==> src/rtl/alu_pkg.sv <==
package alu_pkg;
  localparam int NUM_LANES = 6;
  localparam int CTLW      = 2;
  localparam int SELW      = 3;

  typedef enum logic [SELW-1:0] {
    LANE_ADD   = 3'd0,
    LANE_STEP  = 3'd1,
    LANE_SHIFT = 3'd2,
    LANE_LOGIC = 3'd3,
    LANE_MUL   = 3'd4,
    LANE_MERGE = 3'd5
  } lane_e;
endpackage

==> src/rtl/alu_predecode.sv <==
module alu_predecode
  import alu_pkg::*;
(
  input  logic [1:0] variant,
  input  logic       flag_c,
  input  logic       flag_z,
  output logic [NUM_LANES-1:0][CTLW-1:0] ctl
);
  logic add_sub, add_cin, fill_bit;

  // Adder controls are resolved here, ahead of the operand flops.
  always_comb begin
    add_sub = variant[0];
    if (variant[1]) add_cin = variant[0] ? ~flag_c : flag_c;
    else            add_cin = variant[0];
    case (variant)
      2'd0:    fill_bit = flag_c;
      2'd1:    fill_bit = ~flag_c;
      2'd2:    fill_bit = flag_z;
      default: fill_bit = ~flag_z;
    endcase
  end

  always_comb begin
    ctl                   = '0;
    ctl[int'(LANE_ADD)]   = {add_sub, add_cin};
    ctl[int'(LANE_STEP)]  = variant;
    ctl[int'(LANE_SHIFT)] = variant;
    ctl[int'(LANE_LOGIC)] = variant;
    ctl[int'(LANE_MUL)]   = 2'b00;
    ctl[int'(LANE_MERGE)] = {1'b0, fill_bit};
  end
endmodule

==> src/rtl/alu_lane.sv <==
module alu_lane
  import alu_pkg::*;
#(
  parameter int WIDTH = 32,
  parameter int LANE  = 0
) (
  input  logic             clk,
  input  logic             rst_n,
  input  logic             load,
  input  logic [WIDTH-1:0] d_in,
  input  logic [WIDTH-1:0] s_in,
  input  logic [CTLW-1:0]  ctl_in,
  output logic [WIDTH-1:0] res,
  output logic             carry
);
  localparam int SHW = $clog2(WIDTH);
  localparam int MW  = WIDTH / 2;

  logic [WIDTH-1:0] d_q, s_q;
  logic [CTLW-1:0]  ctl_q;

  // Operand partition: captures only when this lane is named.
  always_ff @(posedge clk or negedge rst_n) begin
    if (!rst_n) begin
      d_q   <= '0;
      s_q   <= '0;
      ctl_q <= '0;
    end else if (load) begin
      d_q   <= d_in;
      s_q   <= s_in;
      ctl_q <= ctl_in;
    end
  end

  assert_idle_quiet_R2: assert property (@(posedge clk) disable iff (!rst_n)
    !load |=> ($stable(d_q) && $stable(s_q) && $stable(ctl_q)));

  generate
    if (LANE == int'(LANE_ADD)) begin : g_add
      logic [WIDTH:0] sum;
      assign sum   = {1'b0, d_q} + {1'b0, s_q ^ {WIDTH{ctl_q[1]}}} + {{WIDTH{1'b0}}, ctl_q[0]};
      assign res   = sum[WIDTH-1:0];
      assign carry = sum[WIDTH] ^ ctl_q[1];
    end else if (LANE == int'(LANE_STEP)) begin : g_step
      logic [WIDTH:0] stepv, wide;
      logic unused_s;
      assign stepv = ctl_q[1] ? (WIDTH+1)'(4) : (WIDTH+1)'(1);
      assign wide  = ctl_q[0] ? ({1'b0, d_q} - stepv) : ({1'b0, d_q} + stepv);
      assign res   = wide[WIDTH-1:0];
      assign carry = wide[WIDTH];
      assign unused_s = ^s_q;
    end else if (LANE == int'(LANE_SHIFT)) begin : g_shift
      logic [SHW-1:0]     amt;
      logic [2*WIDTH-1:0] rl, rr, sl, sr;
      logic unused_s;
      assign amt = s_q[SHW-1:0];
      assign rl  = {d_q, d_q} << amt;
      assign rr  = {d_q, d_q} >> amt;
      assign sl  = {{WIDTH{1'b0}}, d_q} << amt;
      assign sr  = {d_q, {WIDTH{1'b0}}} >> amt;
      assign unused_s = ^{s_q[WIDTH-1:SHW], rl[WIDTH-1:0], rr[2*WIDTH-1:WIDTH],
                          sl[2*WIDTH-1:WIDTH+1], sr[WIDTH-2:0]};
      always_comb begin
        case (ctl_q)
          2'd0: begin res = rl[2*WIDTH-1:WIDTH]; carry = rl[WIDTH]; end
          2'd1: begin res = rr[WIDTH-1:0];       carry = rr[WIDTH-1]; end
          2'd2: begin res = sl[WIDTH-1:0];       carry = sl[WIDTH]; end
          default: begin res = sr[2*WIDTH-1:WIDTH]; carry = sr[WIDTH-1]; end
        endcase
        if (amt == '0) carry = 1'b0;
      end
    end else if (LANE == int'(LANE_LOGIC)) begin : g_logic
      always_comb begin
        case (ctl_q)
          2'd0:    res = d_q & s_q;
          2'd1:    res = d_q | s_q;
          2'd2:    res = d_q ^ s_q;
          default: res = d_q & ~s_q;
        endcase
      end
      assign carry = 1'b0;
    end else if (LANE == int'(LANE_MUL)) begin : g_mul
      logic [WIDTH-1:0] a_ext, b_ext;
      logic unused_hi;
      assign a_ext = {{(WIDTH-MW){1'b0}}, d_q[MW-1:0]};
      assign b_ext = {{(WIDTH-MW){1'b0}}, s_q[MW-1:0]};
      assign res   = a_ext * b_ext;
      assign carry = 1'b0;
      assign unused_hi = ^{d_q[WIDTH-1:MW], s_q[WIDTH-1:MW], ctl_q};
    end else begin : g_merge
      logic unused_ctl;
      assign res   = (d_q & ~s_q) | (s_q & {WIDTH{ctl_q[0]}});
      assign carry = 1'b0;
      assign unused_ctl = ctl_q[1];
    end
  endgenerate
endmodule

==> src/rtl/alu_result_select.sv <==
module alu_result_select
  import alu_pkg::*;
#(
  parameter int WIDTH = 32
) (
  input  logic [NUM_LANES-1:0]            sel,
  input  logic [NUM_LANES-1:0][WIDTH-1:0] lane_res,
  input  logic [NUM_LANES-1:0]            lane_carry,
  output logic [WIDTH-1:0]                res,
  output logic                            carry,
  output logic                            zero
);
  // Highest index is evaluated first, so the adder (index 0) is the
  // final, shortest stage of the chain.
  always_comb begin
    res   = '0;
    carry = 1'b0;
    for (int i = NUM_LANES - 1; i >= 0; i--) begin
      if (sel[i]) begin
        res   = lane_res[i];
        carry = lane_carry[i];
      end
    end
    zero = (res == '0);
  end
endmodule

==> src/rtl/gated_alu.sv <==
module gated_alu
  import alu_pkg::*;
#(
  parameter int WIDTH = 32
) (
  input  logic             clk,
  input  logic             rst_n,
  input  logic             in_valid,
  output logic             in_ready,
  input  logic [4:0]       in_opcode,
  input  logic [WIDTH-1:0] in_d,
  input  logic [WIDTH-1:0] in_s,
  input  logic             in_flag_c,
  input  logic             in_flag_z,
  input  logic [3:0]       in_cond,
  output logic             out_valid,
  output logic [WIDTH-1:0] out_result,
  output logic             out_we,
  output logic             out_z,
  output logic             out_c
);
  logic busy, accept, lane_ok, cond_pass;
  logic [SELW-1:0] lane_code;
  logic [NUM_LANES-1:0] load_vec;
  logic [NUM_LANES-1:0][CTLW-1:0]  ctl_all;
  logic [NUM_LANES-1:0][WIDTH-1:0] res_all;
  logic [NUM_LANES-1:0]            cry_all;

  assign in_ready  = ~busy;
  assign accept    = in_valid & ~busy;
  assign lane_code = in_opcode[4:2];
  assign lane_ok   = (int'(lane_code) < NUM_LANES);
  assign cond_pass = in_cond[{in_flag_c, in_flag_z}];

  always_comb begin
    load_vec = '0;
    for (int i = 0; i < NUM_LANES; i++)
      load_vec[i] = accept && (int'(lane_code) == i);
  end

  alu_predecode u_pre (
    .variant (in_opcode[1:0]),
    .flag_c  (in_flag_c),
    .flag_z  (in_flag_z),
    .ctl     (ctl_all)
  );

  generate
    for (genvar g = 0; g < NUM_LANES; g++) begin : g_lane
      alu_lane #(.WIDTH(WIDTH), .LANE(g)) u_lane (
        .clk    (clk),
        .rst_n  (rst_n),
        .load   (load_vec[g]),
        .d_in   (in_d),
        .s_in   (in_s),
        .ctl_in (ctl_all[g]),
        .res    (res_all[g]),
        .carry  (cry_all[g])
      );
    end
  endgenerate

  // Stage 1: issue bookkeeping that travels with the captured operands.
  logic                 st1_valid, st1_write, st1_fc, st1_fz;
  logic [NUM_LANES-1:0] st1_sel;

  always_ff @(posedge clk or negedge rst_n) begin
    if (!rst_n) begin
      busy      <= 1'b0;
      st1_valid <= 1'b0;
      st1_write <= 1'b0;
      st1_fc    <= 1'b0;
      st1_fz    <= 1'b0;
      st1_sel   <= '0;
    end else begin
      busy      <= accept;
      st1_valid <= accept;
      if (accept) begin
        st1_write <= cond_pass && lane_ok;
        st1_fc    <= in_flag_c;
        st1_fz    <= in_flag_z;
        st1_sel   <= load_vec;
      end
    end
  end

  logic [WIDTH-1:0] sel_res;
  logic             sel_c, sel_z;

  alu_result_select #(.WIDTH(WIDTH)) u_sel (
    .sel        (st1_sel),
    .lane_res   (res_all),
    .lane_carry (cry_all),
    .res        (sel_res),
    .carry      (sel_c),
    .zero       (sel_z)
  );

  // Stage 2: commit.
  always_ff @(posedge clk or negedge rst_n) begin
    if (!rst_n) begin
      out_valid  <= 1'b0;
      out_result <= '0;
      out_we     <= 1'b0;
      out_z      <= 1'b0;
      out_c      <= 1'b0;
    end else begin
      out_valid <= st1_valid;
      if (st1_valid) begin
        if (st1_write) begin
          out_result <= sel_res;
          out_we     <= 1'b1;
          out_z      <= sel_z;
          out_c      <= sel_c;
        end else begin
          out_result <= '0;
          out_we     <= 1'b0;
          out_z      <= st1_fz;
          out_c      <= st1_fc;
        end
      end
    end
  end

  assert_ready_drop_R3: assert property (@(posedge clk) disable iff (!rst_n)
    accept |=> !in_ready);
  assert_commit_latency_R3: assert property (@(posedge clk) disable iff (!rst_n)
    accept |=> ##1 out_valid);
  assert_single_strobe_R3: assert property (@(posedge clk) disable iff (!rst_n)
    out_valid |=> !out_valid);
  assert_zero_flag_R9: assert property (@(posedge clk) disable iff (!rst_n)
    (out_valid && out_we) |-> (out_z == (out_result == '0)));
  assert_blocked_quiet_R10: assert property (@(posedge clk) disable iff (!rst_n)
    (out_valid && !out_we) |-> (out_result == '0));
endmodule

==> config.mk <==
export PLATFORM = sky130hd
export DESIGN_NAME = gated_alu
export DESIGN_NICKNAME = d
export VERILOG_FILES = /design/src/rtl/alu_pkg.sv /design/src/rtl/alu_predecode.sv /design/src/rtl/alu_lane.sv /design/src/rtl/alu_result_select.sv /design/src/rtl/gated_alu.sv
export SDC_FILE = /design/constraint.sdc
export NUM_CORES = 2
export LEC_CHECK = 0
export ABC_AREA = 0
export BUFFER_PORTS_ARGS = -buffer_cell sky130_fd_sc_hd__buf_4
export CAP_MARGIN = 20
export CORE_MARGIN = 1.5
export CORE_UTILIZATION = 60
export DETAILED_ROUTE_END_ITERATION = 8
export PLACE_DENSITY = 0.79
export SLEW_MARGIN = 20
export SYNTH_ARGS = -nofsm -noshare
export SYNTH_HDL_FRONTEND = slang
export SYNTH_SLANG_ARGS = --single-unit
==> constraint.sdc <==
create_clock -name clk -period 10.4 [get_ports clk]
set_clock_uncertainty 0.2 [all_clocks]
set_input_delay 0.52 -clock clk [delete_from_list [all_inputs] [get_ports clk]]
set_output_delay 0.52 -clock clk [all_outputs]
set_load 0.01 [all_outputs]
==> impl_metrics.csv <==
group,metric,value,unit
status,outcome,"finished with violations",
status,violations,"DRC",
synth,synth_area_per_cell,9.56,um^2
finish,nFillCells,4717,
sta,fmax,126,MHz
clock_tree,numCtsBuffers,42,
hold_path,hold_class,"in -> reg",
job,cap_viol_max_count,0,
finish,final-seq-area,8730,um^2
drt,routed_wl,145000,um
synth,ys_seq_elements,348,
global_routing,first_global_vias,31050,
floorplanning,die_area,61700,um^2
placed_design,dpl.hpwl,107000,um
sta,finalCriticalPeriod,7.91,ns
critical_path,crit_type,"reg -> reg",
sta,max_slew_margin,0.279,
finish,multiInputGateArea,25000,um^2
sta,setup_viol,0,
critical_path,startpoint_type,"register",
clock_tree,cts_max_path_buffers,3,
floorplanning,die_y,248,um
drt,dr.pass1.iters,7,
global_routing,antenna_found_initial,4,
drt,num_vias,32175,
sta,setup_tns,0,ns
global_routing,overflow,0,
synth,synth_area,36100,um^2
critical_path,crit_fanout,17,
synth,synth_cell_types,94,
clock_tree,hold_buffers,23,
finish,post-route-util,0.657,
floorplanning,die_width,248,um
clock_tree,cts_tree,"built",
critical_path,cp.required,10.75,ns
clock_tree,insertion_delay,0.62,ns
clock_tree,cts-root-buf,"clkbuf_16",
finish,final_cell_mix,"nand2_1 (390), dfrtp_1 (341), mux2_2 (338)",
synth,syn_inst,3776,
clock_tree,clock-sinks,348,
finish,drive_gt1_frac,0.189,
synth,synth-edff-count,0,
synth,yosys_warnings,0,
finish,layout-area-overhead-vs-synth,7.83,%
sta,finalCritPeriodShare,0.760,
sta,rsz0062_at_grt,"false",
sta,hold_violations,0,
floorplanning,initial_core_util,0.610,
global_routing,grt_pass1_wl,213000,um
drt,drt-initial-drc-count,4185,
synth,yosysSeqAreaShare,0.241,
global_routing,grt_max_degree,147,
clock_tree,cts-htree-levels,2,
drt,wire_per_inst,31.8,um
finish,nets,4226,
synth,synth.net_count,4253,
synth,yosys_most_used_dff,"dfrtp_1",
placed_design,port_buffers,114,
finish,layout_commonest_cell,"nand2_1",
placed_design,dpl_cell_area,37300,um^2
placed_design,routabilityCongestion,1.04,
sta,final_max_slew_viol_count,0,
drt,vias_per_cell,7.06,
drt,ant_nets,0,
clock_tree,cts_setup_buffers,0,
floorplanning,io_pins,115,
critical_path,worstPathArrival,8.26,ns
critical_path,cp-end-kind,"register",
global_routing,grt_util_all_layers,0.475,
floorplanning,core,59200,um^2
clock_tree,clk_pin_slew,0.06,ns
synth,async_reset_ff_frac,1.00,
clock_tree,post_cts_resized,0,
sta,worst_slew_pin_slew,1.08,ns
drt,drc,2,
finish,final_area,38900,um^2
floorplanning,rows,89,
-- registers in the layout (all words and copies together), names as in the netlist --
name,count
g_lane.u_lane.ctl_q,9
st1_valid,1
st1_write,1
out_z,1
g_lane.u_lane.s_q,117
out_c,1
st1_fc,1
out_we,1
out_valid,1
st1_fz,1
out_result,32
g_lane.u_lane.d_q,176
st1_sel,6
-- critical path: stages, from the launching register on --
cell	delay [ns]
dfrtp_1	0.75
nand2_1	0.20
fa_1	0.58
inv_1	0.06
fa_1	0.50
inv_1	0.05
fa_1	0.53
inv_1	0.08
fa_1	0.46
fa_1	0.49
inv_1	0.05
fa_1	0.47
inv_1	0.04
ha_1	0.37
and3_1	0.21
nand4_1	0.10
a211oi_1	0.42
or2_1	0.22
a221o_1	0.28
a21oi_1	0.11
xnor2_1	0.16
a211oi_1	0.66
o21ai_0	0.23
a2111oi_1	0.40
nand4_1	0.13
nand2_1	0.08
-- layout make-up --
class / count / share of cell area
Antenna cell: 3 / 0.000193
Clock buffer: 62 / 0.0318
Clock inverter: 14 / 0.00466
Inverter: 323 / 0.0311
Multi-Input combinational cell: 2831 / 0.641
Sequential cell: 348 / 0.224
Tap cell: 773 / 0.0248
Timing Repair Buffer: 203 / 0.0418
-- final timing paths --
check                           cells after the start                    start  slack, ns                  endpoint
worst max-delay path                               25  g_lane[4].u_lane.s_q[7]       2.49                     out_z
worst min-delay path                                3                  in_s[1]      0.003   g_lane[2].u_lane.s_q[1]
worst max register to register                     25  g_lane[4].u_lane.s_q[7]       2.49                     out_z
worst min register to register                      1           out_result[23]       0.29            out_result[23]
max in group asynchronous                           4                    rst_n       7.47   g_lane[2].u_lane.s_q[3]
min in group asynchronous                           2                    rst_n       0.29  g_lane[2].u_lane.d_q[27]
-- metal layers --
metal / routed length (um) / part of all wire / global-route usage / vias up
met3: 18300 / 0.13 / 0.138 / 465
met1: 55700 / 0.38 / 0.646 / 16141
li1: - / - / - / 13425
met5: 26 / 0.00018 / 0 / -
met4: 11500 / 0.079 / 0.306 / 4
met2: 59400 / 0.41 / 0.659 / 2140
-- through the flow --
stage                     worst slack [ns]  instances  hold WS, ns
after floorplan                       3.64       3776       0.0244
after global placement                2.87       4454        0.270
after detailed placement              2.67       4454        0.275
after CTS                             2.66       4553     0.000456
after global routing                  2.20       4554      0.00744
final                                 2.49       4557      0.00284
-- cell families after synthesis --
group,Yosys count,synth area share
AND/OR/NAND/NOR,929,0.121
AO/OA/AOI/OAI,786,0.151
buffers and inverters,597,0.0682
multiplexers,580,0.207
adder cells (fa/ha/maj),399,0.179
flip-flops,348,0.241
XOR/XNOR,137,0.0332
-- Yosys cell counts, drive strengths merged (34+ instances only) --
master | n | area, um^2
buf | 91 | 561
nor2 | 166 | 623
mux2 | 347 | 3920
nor3 | 52 | 260
clkbuf | 183 | 688
inv | 320 | 1200
a31oi | 35 | 219
o21ai | 145 | 726
xnor2 | 71 | 622
ha | 202 | 2530
o211ai | 34 | 255
a21o | 35 | 263
mux2i | 139 | 1390
nand3 | 39 | 200
and2 | 131 | 820
fa | 197 | 3940
dfrtp | 348 | 8710
mux4 | 94 | 2150
a211oi | 37 | 278
xor2 | 66 | 578
a21oi | 170 | 851
nand2 | 391 | 1470
Power is left out: the tool's default activity adds up to more than one toggle a clock period on the data nets, which glitch-free logic cannot reach.
